===== src/rtl/clkmode_pkg.sv =====
package clkmode_pkg;

  typedef enum logic [1:0] {
    ST_MAIN     = 2'b00,
    ST_SUB      = 2'b01,
    ST_PLL_WAIT = 2'b10,
    ST_PLL      = 2'b11
  } clk_state_e;

  localparam logic [1:0] SEL_MAIN = 2'b00;
  localparam logic [1:0] SEL_SUB  = 2'b01;
  localparam logic [1:0] SEL_PLL  = 2'b10;

  typedef struct packed {
    logic [1:0] wait_code;
    logic       sub_req_n;
    logic       pll_req_n;
    logic [1:0] mult;
  } clk_ctl_t;

endpackage


===== src/rtl/clkmode_regs.sv =====
module clkmode_regs
  import clkmode_pkg::*;
(
  input  logic     clk,
  input  logic     rst_n,
  input  logic     wr_en,
  input  clk_ctl_t wr_ctl,
  input  logic     pll_engaged,
  output clk_ctl_t ctl
);

  clk_ctl_t ctl_nxt;
  logic     ctl_en;

  assign ctl_en = wr_en;

  always_comb begin
    ctl_nxt           = ctl;
    ctl_nxt.wait_code = wr_ctl.wait_code;
    ctl_nxt.sub_req_n = wr_ctl.sub_req_n;
    ctl_nxt.pll_req_n = wr_ctl.pll_req_n;
    if (!pll_engaged) begin
      ctl_nxt.mult = wr_ctl.mult;
    end
  end

  always_ff @(posedge clk or negedge rst_n) begin
    if (!rst_n) begin
      ctl.wait_code <= 2'b11;
      ctl.sub_req_n <= 1'b1;
      ctl.pll_req_n <= 1'b1;
      ctl.mult      <= 2'b00;
    end else if (ctl_en) begin
      ctl <= ctl_nxt;
    end
  end

endmodule


===== src/rtl/clkmode_wait_cnt.sv =====
module clkmode_wait_cnt #(
  parameter int CNT_W = 16
) (
  input  logic             clk,
  input  logic             rst_n,
  input  logic             load,
  input  logic [CNT_W-1:0] load_val,
  input  logic             run,
  output logic             zero
);

  logic [CNT_W-1:0] cnt;
  logic [CNT_W-1:0] cnt_nxt;
  logic             cnt_en;

  assign zero   = (cnt == '0);
  assign cnt_en = load | (run & ~zero);

  always_comb begin
    if (load) cnt_nxt = load_val;
    else      cnt_nxt = cnt - 1'b1;
  end

  always_ff @(posedge clk or negedge rst_n) begin
    if (!rst_n)      cnt <= '0;
    else if (cnt_en) cnt <= cnt_nxt;
  end

endmodule


===== src/rtl/clkmode_seq.sv =====
module clkmode_seq
  import clkmode_pkg::*;
#(
  parameter int EXP_C0  = 10,
  parameter int EXP_C1  = 13,
  parameter int EXP_C2  = 14,
  parameter int EXP_C3  = 15,
  parameter int EXP_POR = 16,
  parameter int CNT_W   = EXP_POR
) (
  input  logic       clk,
  input  logic       rst_n,
  input  clk_ctl_t   ctl,
  input  logic       por_rst,
  input  logic       cnt_zero,
  output logic       cnt_load,
  output logic [CNT_W-1:0] cnt_load_val,
  output logic       cnt_run,
  output clk_state_e state
);

  localparam logic [CNT_W-1:0] LD_C0  = CNT_W'((64'd1 << EXP_C0) - 64'd1);
  localparam logic [CNT_W-1:0] LD_C1  = CNT_W'((64'd1 << EXP_C1) - 64'd1);
  localparam logic [CNT_W-1:0] LD_C2  = CNT_W'((64'd1 << EXP_C2) - 64'd1);
  localparam logic [CNT_W-1:0] LD_C3  = CNT_W'((64'd1 << EXP_C3) - 64'd1);
  localparam logic [CNT_W-1:0] LD_POR = CNT_W'((64'd1 << EXP_POR) - 64'd1);

  clk_state_e state_nxt;
  clk_state_e target;

  // Sub request wins over PLL request.
  always_comb begin
    if (!ctl.sub_req_n)      target = ST_SUB;
    else if (!ctl.pll_req_n) target = ST_PLL;
    else                     target = ST_MAIN;
  end

  always_comb begin
    unique case (ctl.wait_code)
      2'b00:   cnt_load_val = LD_C0;
      2'b01:   cnt_load_val = LD_C1;
      2'b10:   cnt_load_val = LD_C2;
      default: cnt_load_val = por_rst ? LD_POR : LD_C3;
    endcase
  end

  assign cnt_load = (state == ST_MAIN) && (target == ST_PLL);
  assign cnt_run  = (state == ST_PLL_WAIT);

  always_comb begin
    state_nxt = state;
    unique case (state)
      ST_MAIN: begin
        if (target == ST_SUB)      state_nxt = ST_SUB;
        else if (target == ST_PLL) state_nxt = ST_PLL_WAIT;
      end
      ST_SUB: begin
        if (target != ST_SUB) state_nxt = ST_MAIN;
      end
      ST_PLL_WAIT: begin
        if (target != ST_PLL) state_nxt = target;
        else if (cnt_zero)    state_nxt = ST_PLL;
      end
      default: begin
        if (target != ST_PLL) state_nxt = target;
      end
    endcase
  end

  always_ff @(posedge clk or negedge rst_n) begin
    if (!rst_n) state <= ST_MAIN;
    else        state <= state_nxt;
  end

endmodule


===== src/rtl/clkmode_ctrl.sv =====
module clkmode_ctrl
  import clkmode_pkg::*;
#(
  parameter int EXP_C0  = 10,
  parameter int EXP_C1  = 13,
  parameter int EXP_C2  = 14,
  parameter int EXP_C3  = 15,
  parameter int EXP_POR = 16
) (
  input  logic        clk,
  input  logic        rst_n,
  input  logic        por_rst,
  input  logic        wr_en,
  input  logic [15:0] wr_data,
  output logic [15:0] rd_data,
  output logic [1:0]  clk_sel,
  output logic [1:0]  mult_code,
  output logic        busy
);

  localparam int CNT_W = EXP_POR;

  clk_ctl_t         ctl;
  clk_ctl_t         wr_ctl;
  clk_state_e       state;
  logic             cnt_load;
  logic             cnt_run;
  logic             cnt_zero;
  logic [CNT_W-1:0] cnt_load_val;
  logic             pll_engaged;
  logic             unused_wr_bits;

  assign wr_ctl         = clk_ctl_t'(wr_data[13:8]);
  assign unused_wr_bits = ^{wr_data[15:14], wr_data[7:0]};
  assign pll_engaged    = (state == ST_PLL_WAIT) || (state == ST_PLL);

  clkmode_regs u_regs (
    .clk         (clk),
    .rst_n       (rst_n),
    .wr_en       (wr_en),
    .wr_ctl      (wr_ctl),
    .pll_engaged (pll_engaged),
    .ctl         (ctl)
  );

  clkmode_seq #(
    .EXP_C0  (EXP_C0),
    .EXP_C1  (EXP_C1),
    .EXP_C2  (EXP_C2),
    .EXP_C3  (EXP_C3),
    .EXP_POR (EXP_POR),
    .CNT_W   (CNT_W)
  ) u_seq (
    .clk          (clk),
    .rst_n        (rst_n),
    .ctl          (ctl),
    .por_rst      (por_rst),
    .cnt_zero     (cnt_zero),
    .cnt_load     (cnt_load),
    .cnt_load_val (cnt_load_val),
    .cnt_run      (cnt_run),
    .state        (state)
  );

  clkmode_wait_cnt #(
    .CNT_W (CNT_W)
  ) u_cnt (
    .clk      (clk),
    .rst_n    (rst_n),
    .load     (cnt_load),
    .load_val (cnt_load_val),
    .run      (cnt_run),
    .zero     (cnt_zero)
  );

  always_comb begin
    unique case (state)
      ST_SUB:  clk_sel = SEL_SUB;
      ST_PLL:  clk_sel = SEL_PLL;
      default: clk_sel = SEL_MAIN;
    endcase
  end

  assign busy      = (state == ST_PLL_WAIT);
  assign mult_code = ctl.mult;
  assign rd_data   = {(state != ST_SUB), (state != ST_PLL), ctl, 8'h00};

endmodule


===== config.mk =====
export PLATFORM = sky130hd
export DESIGN_NAME = clkmode_ctrl
export DESIGN_NICKNAME = d
export VERILOG_FILES = /design/src/rtl/clkmode_pkg.sv /design/src/rtl/clkmode_regs.sv /design/src/rtl/clkmode_wait_cnt.sv /design/src/rtl/clkmode_seq.sv /design/src/rtl/clkmode_ctrl.sv
export SDC_FILE = /design/constraint.sdc
export NUM_CORES = 1
export LEC_CHECK = 0
export BUFFER_PORTS_ARGS = -buffer_cell sky130_fd_sc_hd__buf_2
export CAP_MARGIN = 20
export CORE_UTILIZATION = 40
export DETAILED_ROUTE_END_ITERATION = 10
export PLACE_DENSITY_LB_ADDON = 0.12
export SLEW_MARGIN = 10
export SYNTH_ARGS = -nofsm -noshare
export SYNTH_HDL_FRONTEND = slang
export SYNTH_SLANG_ARGS = --single-unit

===== constraint.sdc =====
create_clock -name clk -period 2.8 [get_ports clk]
set_clock_uncertainty 0.05 [all_clocks]
set_input_delay 0.28 -clock clk [delete_from_list [all_inputs] [get_ports clk]]
set_output_delay 0.28 -clock clk [all_outputs]
set_load 0.02 [all_outputs]

==> results by group <==
Worst setup path
  – Number of buffer and inverter stages on the critical path: 1
  – Critical path peak fanout: 6
  – CP required: 2.95 ns
  – Critical Path AT: 2.12 ns
  – Critical path launch point type: register
  – Crit path max-delay cell type: dfrtp_1
  – Crit-path cells: inv_1, ha_1, nor2b_1, nand4_1, o21ai_2, or4_1, mux2i_1
  – Critical path type: register to register
  – Slowest Stage Delay on Critical Path: 0.45 ns
  – CP Capture Type: register
  – Critical path's top delay family: simple AND/OR/NAND/NOR gates

Routing
  – Number of search-and-repair iterations in the first detailed-routing pass: 3
  – Iter 0 DRT Violations: 36
  – Antenna-violating nets left: 0
  – DRC errors left: 0
  – Detailed Route WL: 2560 um
  – Total number of vias: 1018
  – Ratio of routed vias to standard cells: 5.01
  – Average routed wire per standard cell: 12.6 um

Placement
  – Number of buffers inserted by port buffering: 22
  – Post-Place Setup Slack: 0.868 ns
  – DP Wirelength: 1900 um
  – Placed standard-cell area: 0.00144 mm2
  – Routability cong.: 0.748
  – Inst Count DP: 198

Power and ir drop
  – Power per cell area: 584 mW/mm2
  – Maximum ir drop on the vdd rail: 0.328 mV
  – Overall power: 0.863 mW
  – Leakage power: 0.610 nW

Yosys
  – Number of register bits inferred by synthesis: 24
  – Avg Inst Size Synth: 9.77 um2
  – Gate count of the mapped netlist: 136
  – Yosys top cell by area: dfrtp_1
  – Fraction of the mapped netlist area in compound gates: 10.5%
  – Number of enable-type register cells in the synthesized netlist: 0
  – Async S/R FF share, synth: 100%
  – Post-synthesis simple-gate area fraction: 22.9%
  – Dominant register cell in the synthesized netlist: dfrtp_1
  – Leading post-synthesis cells by cell area: dfrtp_1, dfstp_2, buf_4, mux2_2, nor2_1
  – XOR/XNOR Fraction of Synth Area: 3.95%
  – Warning count from the yosys run: 0
  – Count of distinct cell types in the synthesized netlist: 38
  – Area share of the largest cell type after synthesis: 37.7%
  – Netlist Area Pre-Place: 0.00133 mm2
  – Multiplexer share of the synthesized area: 7.34%
  – Sequential area share after synthesis: 45.6%
  – Largest family of logic cells by synthesized area: simple AND/OR/NAND/NOR gates
  – Adder-cell area share of the yosys netlist: 0.942%

Clocking
  – Cts bufs inserted: 3
  – Deepest level of the CTS H-tree: 1
  – Clock tree sinks: 24
  – Root buffer cell: clkbuf_4
  – Clock-pin slew reported for the worst setup and hold paths after clock tree synthesis: 0.14 ns
  – Later-pin clock latency in the skew report: 0.31 ns
  – TritonCTS clock tree: built
  – Post_cts resized: 0
  – Max clock buf depth: 2

Timing
  – Worst hold slack across all endpoints: 0.138 ns
  – Setup repair after global routing missed its margin: no
  – Top achievable clock speed: 507 MHz
  – Slew HR: 64.3%
  – Pins over their slew limit: 0
  – Smallest setup slack after layout: 0.829 ns
  – Portion of the clock cycle consumed by the worst path in the final layout: 70.4%
  – Final hold vios: 0
  – Number of setup violations in the final report: 0
  – Minimum clock period after layout: 1.97 ns
  – Setup TNS: 0 ns
  – Transition time of the tightest slew-check pin: 0.536 ns

GRT
  – Number of global-route vias before repair: 969
  – Global-route usage over all layers: 16.4%
  – Global-route wire length before repair: 4360 um
  – Total grt overflow: 0
  – Largest net degree at the start of global routing: 25
  – Initial antenna violation count: 0

Floorplanning
  – Number of standard-cell rows in the floorplan: 20
  – Die height: 59.6 um
  – Number of top-level design ports: 41
  – Die Footprint: 0.00356 mm2
  – Total core area: 0.00310 mm2
  – Starting Density: 42.8%
  – Die width: 59.6 um

Hold path
  – Hold/Removal Path Class: input port to register

Cells and area
  – Cell Count, Final, Fillers Out: 203
  – Total Nets Final: 181
  – Number of antenna cells inserted: 0
  – Layout overhead on the synthesized area: 11.2%
  – Layout cells sized above 1: 27.0%
  – Core occupancy in the finished layout: 47.6%
  – Commonest cells after routing, fill and taps aside: buf_2, dfrtp_1, nor2_1, nand2_1
  – Most common cell after layout, fill and taps aside: buf_2
  – Final design area excluding fillers: 0.00148 mm2

Outcome
  – Outcome: finished, final reports clean

Job
  – Max Cap Viol: 0
-- layer usage --
| layer | wire [um] | global-route usage [%] | vias up |
|---|---|---|---|
| met5 | 0 | 0 | - |
| met4 | 17 | 6.98 | 0 |
| met3 | 84 | 1.97 | 2 |
| met2 | 1180 | 26.0 | 22 |
| met1 | 1280 | 22.6 | 483 |
| li1 | - | - | 511 |
-- registers in the layout (all words and copies together) (netlist names) --
name	flops
u_regs.ctl	6
u_seq.state	2
u_cnt.cnt	16
-- timing repair --
action / 4_1_cts / 5_1_grt
hold endpoints to repair: 20 / 0
hold buffers: 1 / 0
buffers inserted: 0 / 0
-- layout make-up --
| cell class | instances | area, um2 |
|---|---|---|
| Inverter | 7 | 26.3 |
| Fill cell | 319 | 1630 |
| Sequential cell | 24 | 606 |
| Clock buffer | 4 | 26.3 |
| Multi-Input combinational cell | 100 | 637 |
| Timing Repair Buffer | 24 | 128 |
| Tap cell | 44 | 55.1 |
-- final timing paths --
kind	startpoint	end	slack (ns)	cells past startpoint
max	u_cnt.cnt[0]$_DFFE_PN0P_	u_cnt.cnt[3]$_DFFE_PN0P_	0.83	7
min	wr_data[13]	u_regs.ctl[5]$_DFFE_PN1P_	0.14	2
max reg2reg	u_cnt.cnt[0]$_DFFE_PN0P_	u_cnt.cnt[3]$_DFFE_PN0P_	0.83	7
min reg2reg	u_regs.ctl[3]$_DFFE_PN1P_	u_seq.state[0]$_DFFE_PN0P_	0.44	1
max in group asynchronous	rst_n	u_regs.ctl[3]$_DFFE_PN1P_	1.92	2
min in group asynchronous	rst_n	u_cnt.cnt[4]$_DFFE_PN0P_	0.40	2
-- synth_stat cells, types with 3 or more instances --
cell type / number
a21oi_1: 4
buf_4: 11
dfrtp_1: 20
dfstp_2: 4
inv_1: 7
mux2_2: 6
mux2i_1: 3
nand2_1: 11
nand3_1: 8
nor2_1: 12
nor2b_1: 3
nor3_1: 5
nor4_1: 3
o21ai_0: 3
or3_1: 3
xnor2_1: 3
xor2_1: 3
-- report_power, final --
| part | internal (mW) | switching, mW |
|---|---|---|
| registers | 0.410 | 0.0759 |
| logic | 0.0877 | 0.130 |
| clock network | 0.0557 | 0.104 |
| total | 0.554 | 0.310 |
-- cells by family (layout without fill, tap and decap cells) --
logic type               after synthesis  after routing
adder cells (fa/ha/maj)                1              1
other                                  1              8
AND/OR/NAND/NOR                       55             55
multiplexers                           9              9
XOR/XNOR                               6              6
AO/OA/AOI/OAI                         21             21
buffers and inverters                 19             35
flip-flops                            24             24
Note: power is estimated with default switching activity, not from simulation.
